$ cat src/rtl/gpio_adc_pkg.sv
package gpio_adc_pkg;
  localparam int unsigned CH_W = 5;

  typedef enum logic {
    SEL_PORT = 1'b0,
    SEL_DIR  = 1'b1
  } reg_sel_e;
endpackage

$ cat src/rtl/gpio_adc_claim_dec.sv
module gpio_adc_claim_dec #(
  parameter int unsigned CH_W    = 5,
  parameter int unsigned N_PINS  = 11,
  parameter int unsigned BASE_CH = 2
) (
  input  logic [CH_W-1:0]   ch,
  output logic [N_PINS-1:0] claim
);
  localparam int unsigned LAST_CH = BASE_CH + N_PINS - 1;

  initial begin
    if (LAST_CH >= (1 << CH_W)) $error("pin range exceeds channel code space");
  end

  for (genvar i = 0; i < N_PINS; i++) begin : g_dec
    localparam logic [CH_W-1:0] CODE = CH_W'(BASE_CH + i);
    assign claim[i] = (ch == CODE);
  end
endmodule

$ cat src/rtl/gpio_adc_in_sync.sv
module gpio_adc_in_sync #(
  parameter int unsigned N_PINS = 11,
  parameter int unsigned STAGES = 2
) (
  input  logic              clk,
  input  logic              rst_n,
  input  logic [N_PINS-1:0] d,
  output logic [N_PINS-1:0] q
);
  logic [N_PINS-1:0] stage_q [STAGES];

  for (genvar s = 0; s < STAGES; s++) begin : g_stage
    if (s == 0) begin : g_first
      always_ff @(posedge clk or negedge rst_n) begin
        if (!rst_n) stage_q[0] <= '0;
        else        stage_q[0] <= d;
      end
    end else begin : g_next
      always_ff @(posedge clk or negedge rst_n) begin
        if (!rst_n) stage_q[s] <= '0;
        else        stage_q[s] <= stage_q[s-1];
      end
    end
  end

  assign q = stage_q[STAGES-1];
endmodule

$ cat src/rtl/gpio_adc_pin_cell.sv
module gpio_adc_pin_cell (
  input  logic clk,
  input  logic rst_n,
  input  logic lat_we,
  input  logic dir_we,
  input  logic wbit,
  input  logic claim,
  input  logic pin_sync,
  output logic pad_out,
  output logic pad_oe,
  output logic rd_port,
  output logic rd_dir
);
  logic lat_q, dir_q;

  always_ff @(posedge clk or negedge rst_n) begin
    if (!rst_n) begin
      lat_q <= 1'b0;
      dir_q <= 1'b0;
    end else begin
      if (lat_we) lat_q <= wbit;
      if (dir_we) dir_q <= wbit;
    end
  end

  assign pad_out = lat_q;
  assign pad_oe  = dir_q & ~claim;
  assign rd_port = dir_q ? lat_q : pin_sync;
  assign rd_dir  = dir_q;

  AST_LAT_WRITE_STORED: assert property (@(posedge clk) disable iff (!rst_n)
    lat_we |=> (pad_out == $past(wbit)));
  AST_DIR_WRITE_STORED: assert property (@(posedge clk) disable iff (!rst_n)
    dir_we |=> (rd_dir == $past(wbit)));
  AST_LAT_HOLD: assert property (@(posedge clk) disable iff (!rst_n)
    !lat_we |=> $stable(pad_out));
  AST_DIR_HOLD: assert property (@(posedge clk) disable iff (!rst_n)
    !dir_we |=> $stable(rd_dir));
endmodule

$ cat src/rtl/gpio_adc_port.sv
module gpio_adc_port #(
  parameter int unsigned N_PINS      = 11,
  parameter int unsigned BASE_CH     = 2,
  parameter int unsigned SYNC_STAGES = 2
) (
  input  logic                            clk,
  input  logic                            rst_n,
  input  logic [gpio_adc_pkg::CH_W-1:0]   adc_ch,
  input  logic                            wr_en,
  input  logic                            wr_sel,
  input  logic [N_PINS-1:0]               wr_mask,
  input  logic [N_PINS-1:0]               wr_data,
  input  logic                            rd_sel,
  output logic [N_PINS-1:0]               rd_data,
  input  logic [N_PINS-1:0]               pad_in,
  output logic [N_PINS-1:0]               pad_out,
  output logic [N_PINS-1:0]               pad_oe,
  output logic [N_PINS-1:0]               adc_claim
);
  import gpio_adc_pkg::*;

  logic [N_PINS-1:0] pin_sync, rd_port, rd_dir;
  logic              lat_sel, dir_sel;

  assign lat_sel = wr_en & (reg_sel_e'(wr_sel) == SEL_PORT);
  assign dir_sel = wr_en & (reg_sel_e'(wr_sel) == SEL_DIR);

  gpio_adc_claim_dec #(
    .CH_W(CH_W), .N_PINS(N_PINS), .BASE_CH(BASE_CH)
  ) u_dec (
    .ch(adc_ch), .claim(adc_claim)
  );

  gpio_adc_in_sync #(
    .N_PINS(N_PINS), .STAGES(SYNC_STAGES)
  ) u_sync (
    .clk(clk), .rst_n(rst_n), .d(pad_in), .q(pin_sync)
  );

  for (genvar i = 0; i < N_PINS; i++) begin : g_pin
    gpio_adc_pin_cell u_cell (
      .clk     (clk),
      .rst_n   (rst_n),
      .lat_we  (lat_sel & wr_mask[i]),
      .dir_we  (dir_sel & wr_mask[i]),
      .wbit    (wr_data[i]),
      .claim   (adc_claim[i]),
      .pin_sync(pin_sync[i]),
      .pad_out (pad_out[i]),
      .pad_oe  (pad_oe[i]),
      .rd_port (rd_port[i]),
      .rd_dir  (rd_dir[i])
    );

    AST_CLAIMED_UNDRIVEN: assert property (@(posedge clk) disable iff (!rst_n)
      adc_claim[i] |-> !pad_oe[i]);
    AST_DIR_READ_LATCH: assert property (@(posedge clk) disable iff (!rst_n)
      (reg_sel_e'(rd_sel) == SEL_PORT && rd_dir[i]) |-> (rd_data[i] == pad_out[i]));
  end

  assign rd_data = (reg_sel_e'(rd_sel) == SEL_DIR) ? rd_dir : rd_port;

  AST_CLAIM_ONEHOT: assert property (@(posedge clk) disable iff (!rst_n)
    $onehot0(adc_claim));
  AST_DEDICATED_NO_CLAIM: assert property (@(posedge clk) disable iff (!rst_n)
    (adc_ch < BASE_CH) |-> (adc_claim == '0));
endmodule

$ cat config.mk
export PLATFORM = sky130hd
export DESIGN_NAME = gpio_adc_port
export DESIGN_NICKNAME = d
export VERILOG_FILES = /design/src/rtl/gpio_adc_pkg.sv /design/src/rtl/gpio_adc_claim_dec.sv /design/src/rtl/gpio_adc_in_sync.sv /design/src/rtl/gpio_adc_pin_cell.sv /design/src/rtl/gpio_adc_port.sv
export SDC_FILE = /design/constraint.sdc
export NUM_CORES = 1
export LEC_CHECK = 0
export CAP_MARGIN = 15
export CORE_MARGIN = 2
export CORE_UTILIZATION = 47
export CTS_CLUSTER_DIAMETER = 50
export DETAILED_ROUTE_END_ITERATION = 16
export GPL_ROUTABILITY_DRIVEN = 1
export HOLD_SLACK_MARGIN = 0.02
export PLACE_DENSITY = 0.92
export SLEW_MARGIN = 10
export SYNTH_ARGS = -nofsm -noshare
export SYNTH_HDL_FRONTEND = slang
export SYNTH_SLANG_ARGS = --single-unit
$ cat constraint.sdc
create_clock -name clk -period 2.4 [get_ports clk]
set_input_delay 0.36 -clock clk [delete_from_list [all_inputs] [get_ports clk]]
set_output_delay 0.36 -clock clk [all_outputs]
set_load 0.005 [all_outputs]
==> results of run 1 <==
## layer usage
metal  vias to the layer above  share of wire
li1                        764              -
met1                       726           0.43
met2                        57           0.51
met3                         0          0.063
met4                         0              0
met5                         -              0
## sequential cells by signal, indices dropped and copies added, names as in the netlist
name,count
u_sync.stage_q,11
u_sync.q,11
g_pin.u_cell.rd_dir,11
g_pin.u_cell.pad_out,11
## Yosys cell counts
master / number / area, sq um
inv_1: 3 / 11.3
o31a_1: 4 / 35.0
or3b_4: 1 / 11.3
nor2b_1: 3 / 18.8
nand2b_1: 14 / 87.6
and3_1: 3 / 18.8
clkbuf_1: 3 / 11.3
o21ai_0: 2 / 10.0
dfrtp_1: 44 / 1100
a21boi_1: 2 / 15.0
nand3_1: 11 / 55.1
o21a_1: 2 / 15.0
nor3_1: 5 / 25.0
and2_1: 2 / 12.5
buf_2: 6 / 30.0
a31oi_1: 3 / 18.8
o21ai_1: 20 / 100
nand3b_1: 12 / 90.1
nor2_1: 3 / 11.3
buf_4: 33 / 248
mux2_1: 22 / 248
## worst paths after layout
kind	end	start
max	pad_oe[6]	adc_ch[3]
min	u_sync.stage_q[17]	rst_n
min reg2reg	u_sync.q[0]	u_sync.stage_q[11]
max in group asynchronous	g_pin[2].u_cell.pad_out	rst_n
max reg2reg	g_pin[3].u_cell.rd_dir	g_pin[3].u_cell.rd_dir
min in group clk	u_sync.q[0]	u_sync.stage_q[11]
## through the flow
stage / hold WS [ns] / cells
finish: 0.211 / 308
global route: 0.292 / 308
CTS: 0.240 / 308
detailed placement: 0.336 / 300
global placement: 0.332 / 300
floorplan: 0.0644 / 198
## cell families after synthesis
logic type             count (synthesis)  share of synthesized area
DFF                                   44                      0.507
buffers and inverters                 45                      0.138
muxes                                 22                      0.114
and+or+nand+nor                       54                      0.152
AOI/OAI and AO/OA                     33                     0.0892
## power groups by stage
stage	sequential [W]	clock [W]	combinational, W
floorplan	0.000892	0	0.000279
global placement	0.000911	0	0.000517
detailed placement	0.000918	0	0.000531
CTS	0.000903	0.000614	0.000534
global route	0.000916	0.000647	0.000577
finish	0.000903	0.000603	0.000527
## final cells by class
cell class	count	area [sq um]	area share
Clock buffer	7	96.3	0.0321
Timing Repair Buffer	92	918	0.306
Tap cell	52	65.1	0.0217
Clock inverter	1	30.0	0.0100
Sequential cell	44	1100	0.367
Multi-Input combinational cell	109	779	0.260
Inverter	3	11.3	0.00375
## what timing repair did
item                       in CTS  in global routing
setup endpoints to repair       0                  5
setup buffers                   0                  0
gates resized for setup         0                  4
==> impl_metrics.csv, run 1 <==
group,metric,value,unit
sta,drv_slew,0,
power_and_ir_drop,clockPowerShare,0.297,
critical_path,timing.critical_path.mode_cell,"clkdlybuf4s50_1",
critical_path,reg2reg_slack,1.54,ns
floorplan,core_region_area,4410,sq um
grt,grt_pass1_wl,7430,um
synth,synth_seq_cells,44,
power_and_ir_drop,pwr-share-comb,0.259,
sta,timing.final.crit_share,0.950,
routing,drcViolationCount,0,
power_and_ir_drop,p_total,0.00203,W
status,status,"finished, final reports clean",
routing,vias,1547,
grt,grt_max_degree,45,
final_layout,drive_gt1_frac,0.0703,
synth,yosysSeqAreaShare,0.507,
routing,drtIter0Drc,44,
final_layout,final_nets,298,
synth,ys_types,21,
sta,final_hold_viol_count,0,
final_layout,fin_util,0.680,
grt,grt_remaining_overflow,0,
clock_tree,clk_latency,0.28,ns
power_and_ir_drop,power_frac_seq,0.444,
final_layout,syn2layout_area_growth,38.1,%
sta,slew_headroom,0.366,
power_and_ir_drop,ir_worst_vdd,0.000582,V
power_and_ir_drop,swShare,0.240,
sta,finalSetupTns,0,ns
grt,top_usage_layer,"met2",
sta,setup_slack,0.119,ns
grt,antenna_found_initial,0,
grt,use_met3,0.0431,
floorplan,die_height,72,um
critical_path,cpMaxStageDelayCell,"clkdlybuf4s50_1",
clock_tree,clock_path_buffers,2,
run,maxCapViolCount,0,
critical_path,critPathCaptureType,"primary output",
sta,skew,0.000479,ns
placement,dp_hpwl,3400,um
power_and_ir_drop,power.net_switching,0.000487,W
clock_tree,cts_root_buf,"clkbuf_8",
critical_path,crit_family,"buffers and inverters",
power_and_ir_drop,intPower,0.00155,W
placement,gp_congestion,0.786,
final_layout,final_common_cell,"clkdlybuf4s50_1",
placement,place_ws,0.0599,ns
grt,use_met2,0.311,
critical_path,crit_path_start_kind,"primary input",
critical_path,crit_type,"primary input to primary output",
synth,syn-mean-instance-area,11.0,sq um
floorplan,dieArea,5180,sq um
floorplan,io_pins,87,
sta,rsz0062_at_grt,"false",
synth,syn_nets,241,
final_layout,stdcell_area,3000,sq um
synth,ys_warn_count,0,
sta,max_freq,0.438,GHz
critical_path,path_max_fanout,4,
critical_path,path_buf_inv,2,
sta,fin_crit,2.28,ns
routing,wl_per_cell,14.6,um
min_path,min_path_type,"primary input to asynchronous set/reset pin",
critical_path,cpPeakStageDelay,0.48,ns
routing,drt-vias-per-instance,5.02,
grt,grt_pass1_vias,1570,
power_and_ir_drop,leakagePower,1.22,nW
critical_path,r2r_cells,1,
placement,numPortBuffers,86,
final_layout,final_cell_mix,"clkdlybuf4s50_1 (83), dfrtp_1 (44), mux2_1 (22)",
critical_path,crit_required,2.04,ns
grt,grt_usage,0.186,
routing,drt-pass1-iter-count,4,
final_layout,num_antenna_cells,0,
clock_tree,cts_buffers,5,
clock_tree,cts_hold_buf,0,
floorplan,fp-row-count,24,
critical_path,crit_arrival,1.92,ns
routing,postRouteAntennaNets,0,
placement,place_area,2860,sq um
clock_tree,cts.sink_count,44,
floorplan,die_width,72,um
synth,syn-instance-count,198,
clock_tree,cts_tree,"done",
sta,worst_pin_slew,0.951,ns
critical_path,crit_chain,"clkdlybuf4s50_1 -> or3b_4 -> o31a_1 -> clkdlybuf4s50_1",
power_and_ir_drop,power_density,677,nW/um^2
clock_tree,clk_pin_slew_worst_paths,0.08,ns
final_layout,fillCellCount,325,
critical_path,cp.depth,4,
sta,finalSetupViolCount,0,
routing,routed_wl,4510,um
clock_tree,cts_max_level,2,
grt,use_met1,0.244,
synth,synthesis.area,2170,sq um
floorplan,start_util,0.492,
(Power assumes the default switching activity.)
==> run 2, diff against run 1 <==
- CORE_UTILIZATION: 47 -> 45
- PLACE_DENSITY: 0.92 -> 0.89
==> impl_metrics.csv, run 2 (synthesis results as in run 1) <==
group,metric,value,unit
status,status,"finished, final reports clean",
final_layout,multi_input_area,777,sq um
sta,rsz0062_at_grt,"false",
floorplan,io_pins,87,
sta,skew,0.00264,ns
final_layout,regArea,1100,sq um
power_and_ir_drop,leakagePower,1.20,nW
placement,gp_congestion,0.755,
routing,vias,1583,
routing,wl_per_cell,14.3,um
sta,max_freq,0.434,GHz
grt,grt_pass1_vias,1603,
final_layout,final_nets,298,
clock_tree,clk_pin_slew_worst_paths,0.07,ns
power_and_ir_drop,ir_worst_vdd,0.000403,V
sta,drv_slew,0,
routing,drtIter0Drc,22,
clock_tree,cts.sink_count,44,
power_and_ir_drop,p_total,0.00190,W
floorplan,die_width,73.5,um
placement,place_area,2850,sq um
placement,place_ws,0.0320,ns
floorplan,core_region_area,4690,sq um
critical_path,path_max_fanout,4,
grt,grt_remaining_overflow,0,
clock_tree,cts_max_level,2,
critical_path,crit_path_start_kind,"primary input",
grt,grt_max_degree,45,
grt,grt_usage,0.177,
clock_tree,cts_root_buf,"clkbuf_8",
critical_path,crit_required,2.04,ns
routing,drt-vias-per-instance,5.12,
sta,slew_headroom,0.373,
power_and_ir_drop,power_density,641,nW/um^2
placement,dp_hpwl,3400,um
sta,finalSetupViolCount,0,
final_layout,drive_gt1_frac,0.0627,
routing,drcViolationCount,0,
run,maxCapViolCount,0,
final_layout,final_cell_mix,"clkdlybuf4s50_1 (83), dfrtp_1 (44), mux2_1 (22)",
routing,drt-pass1-iter-count,4,
clock_tree,cts_tree,"done",
floorplan,start_util,0.463,
clock_tree,cts_buffers,5,
routing,routed_wl,4420,um
grt,grt_pass1_wl,7270,um
critical_path,crit_type,"primary input to primary output",
final_layout,stdcell_area,2960,sq um
final_layout,fillCellCount,385,
sta,fin_crit,2.31,ns
sta,finalSetupTns,0,ns
final_layout,fin_util,0.631,
grt,antenna_found_initial,0,
critical_path,critPathCaptureType,"primary output",
final_layout,final_common_cell,"clkdlybuf4s50_1",
clock_tree,cts_hold_buf,0,
critical_path,crit_arrival,1.95,ns
clock_tree,clk_latency,0.28,ns
final_layout,num_antenna_cells,0,
sta,setup_slack,0.0939,ns
sta,timing.final.crit_share,0.961,
sta,final_hold_viol_count,0,
min_path,min_path_type,"primary input to asynchronous set/reset pin",
routing,postRouteAntennaNets,0,
clock_tree,clock_path_buffers,2,
floorplan,die_height,73.5,um
floorplan,dieArea,5400,sq um
sta,worst_pin_slew,0.941,ns
placement,numPortBuffers,86,
final_layout,syn2layout_area_growth,36.2,%
floorplan,fp-row-count,25,
==> run 2: cell count changes in the layout (fill, tap and decap cells not counted) <==
cell and delta:
buf_12 -1, bufinv_16 -1, nor2b_2 -1, nor2b_1 +1, buf_4 +1
==> run 2: where the power goes <==
part	internal [W]	switching, W
registers	0.000830	0.0000699
logic	0.000346	0.000174
clock network	0.000256	0.000222
total	0.00143	0.000465
==> run 2: critical path, cell delays in order <==
cell	delay, ns
clkdlybuf4s50_1	0.47
or3b_4	0.40
nor3_1	0.18
clkdlybuf4s50_1	0.53
==> run 2: what timing repair did <==
item,CTS,global route
endpoints found under the setup margin,0,6
resized for setup,0,3
buffers inserted,0,0
==> run 2: layout make-up <==
class / instances / share of cell area
tap: 54 / 0.0228
sequential: 44 / 0.372
multi-input combinational: 109 / 0.263
clock buffer: 7 / 0.0326
timing repair buffer: 92 / 0.306
inverter: 3 / 0.00381
==> run 2: stage by stage <==
| step | instances | hold slack [ns] |
|---|---|---|
| 2_1_floorplan | 198 | 0.0644 |
| 4_1_cts | 309 | 0.250 |
| 3_3_place_gp | 302 | 0.332 |
| 5_1_grt | 309 | 0.286 |
| 3_5_place_dp | 302 | 0.335 |
| 6_report | 309 | 0.212 |
==> run 2: final timing paths <==
path	endpoint	start	depth (start not counted)	slack, ns
setup / recovery	adc_claim[6]	adc_ch[3]	4	0.09
setup reg to reg	g_pin[7].u_cell.rd_dir	g_pin[7].u_cell.rd_dir	1	1.55
min in group clk	u_sync.q[7]	u_sync.stage_q[18]	0	0.35
max in group asynchronous	g_pin[10].u_cell.rd_dir	rst_n	1	1.60
hold / removal	g_pin[7].u_cell.pad_out	rst_n	1	0.21
hold reg to reg	u_sync.q[7]	u_sync.stage_q[18]	0	0.35
==> run 2: layer usage <==
metal	global-route usage	wire [um]	share of wire	vias to the layer above
met4	0.0303	21	0.0047	0
met2	0.316	2290	0.52	63
li1	-	-	-	763
met1	0.211	1770	0.40	755
met3	0.0549	342	0.077	2
met5	0	0	0	-
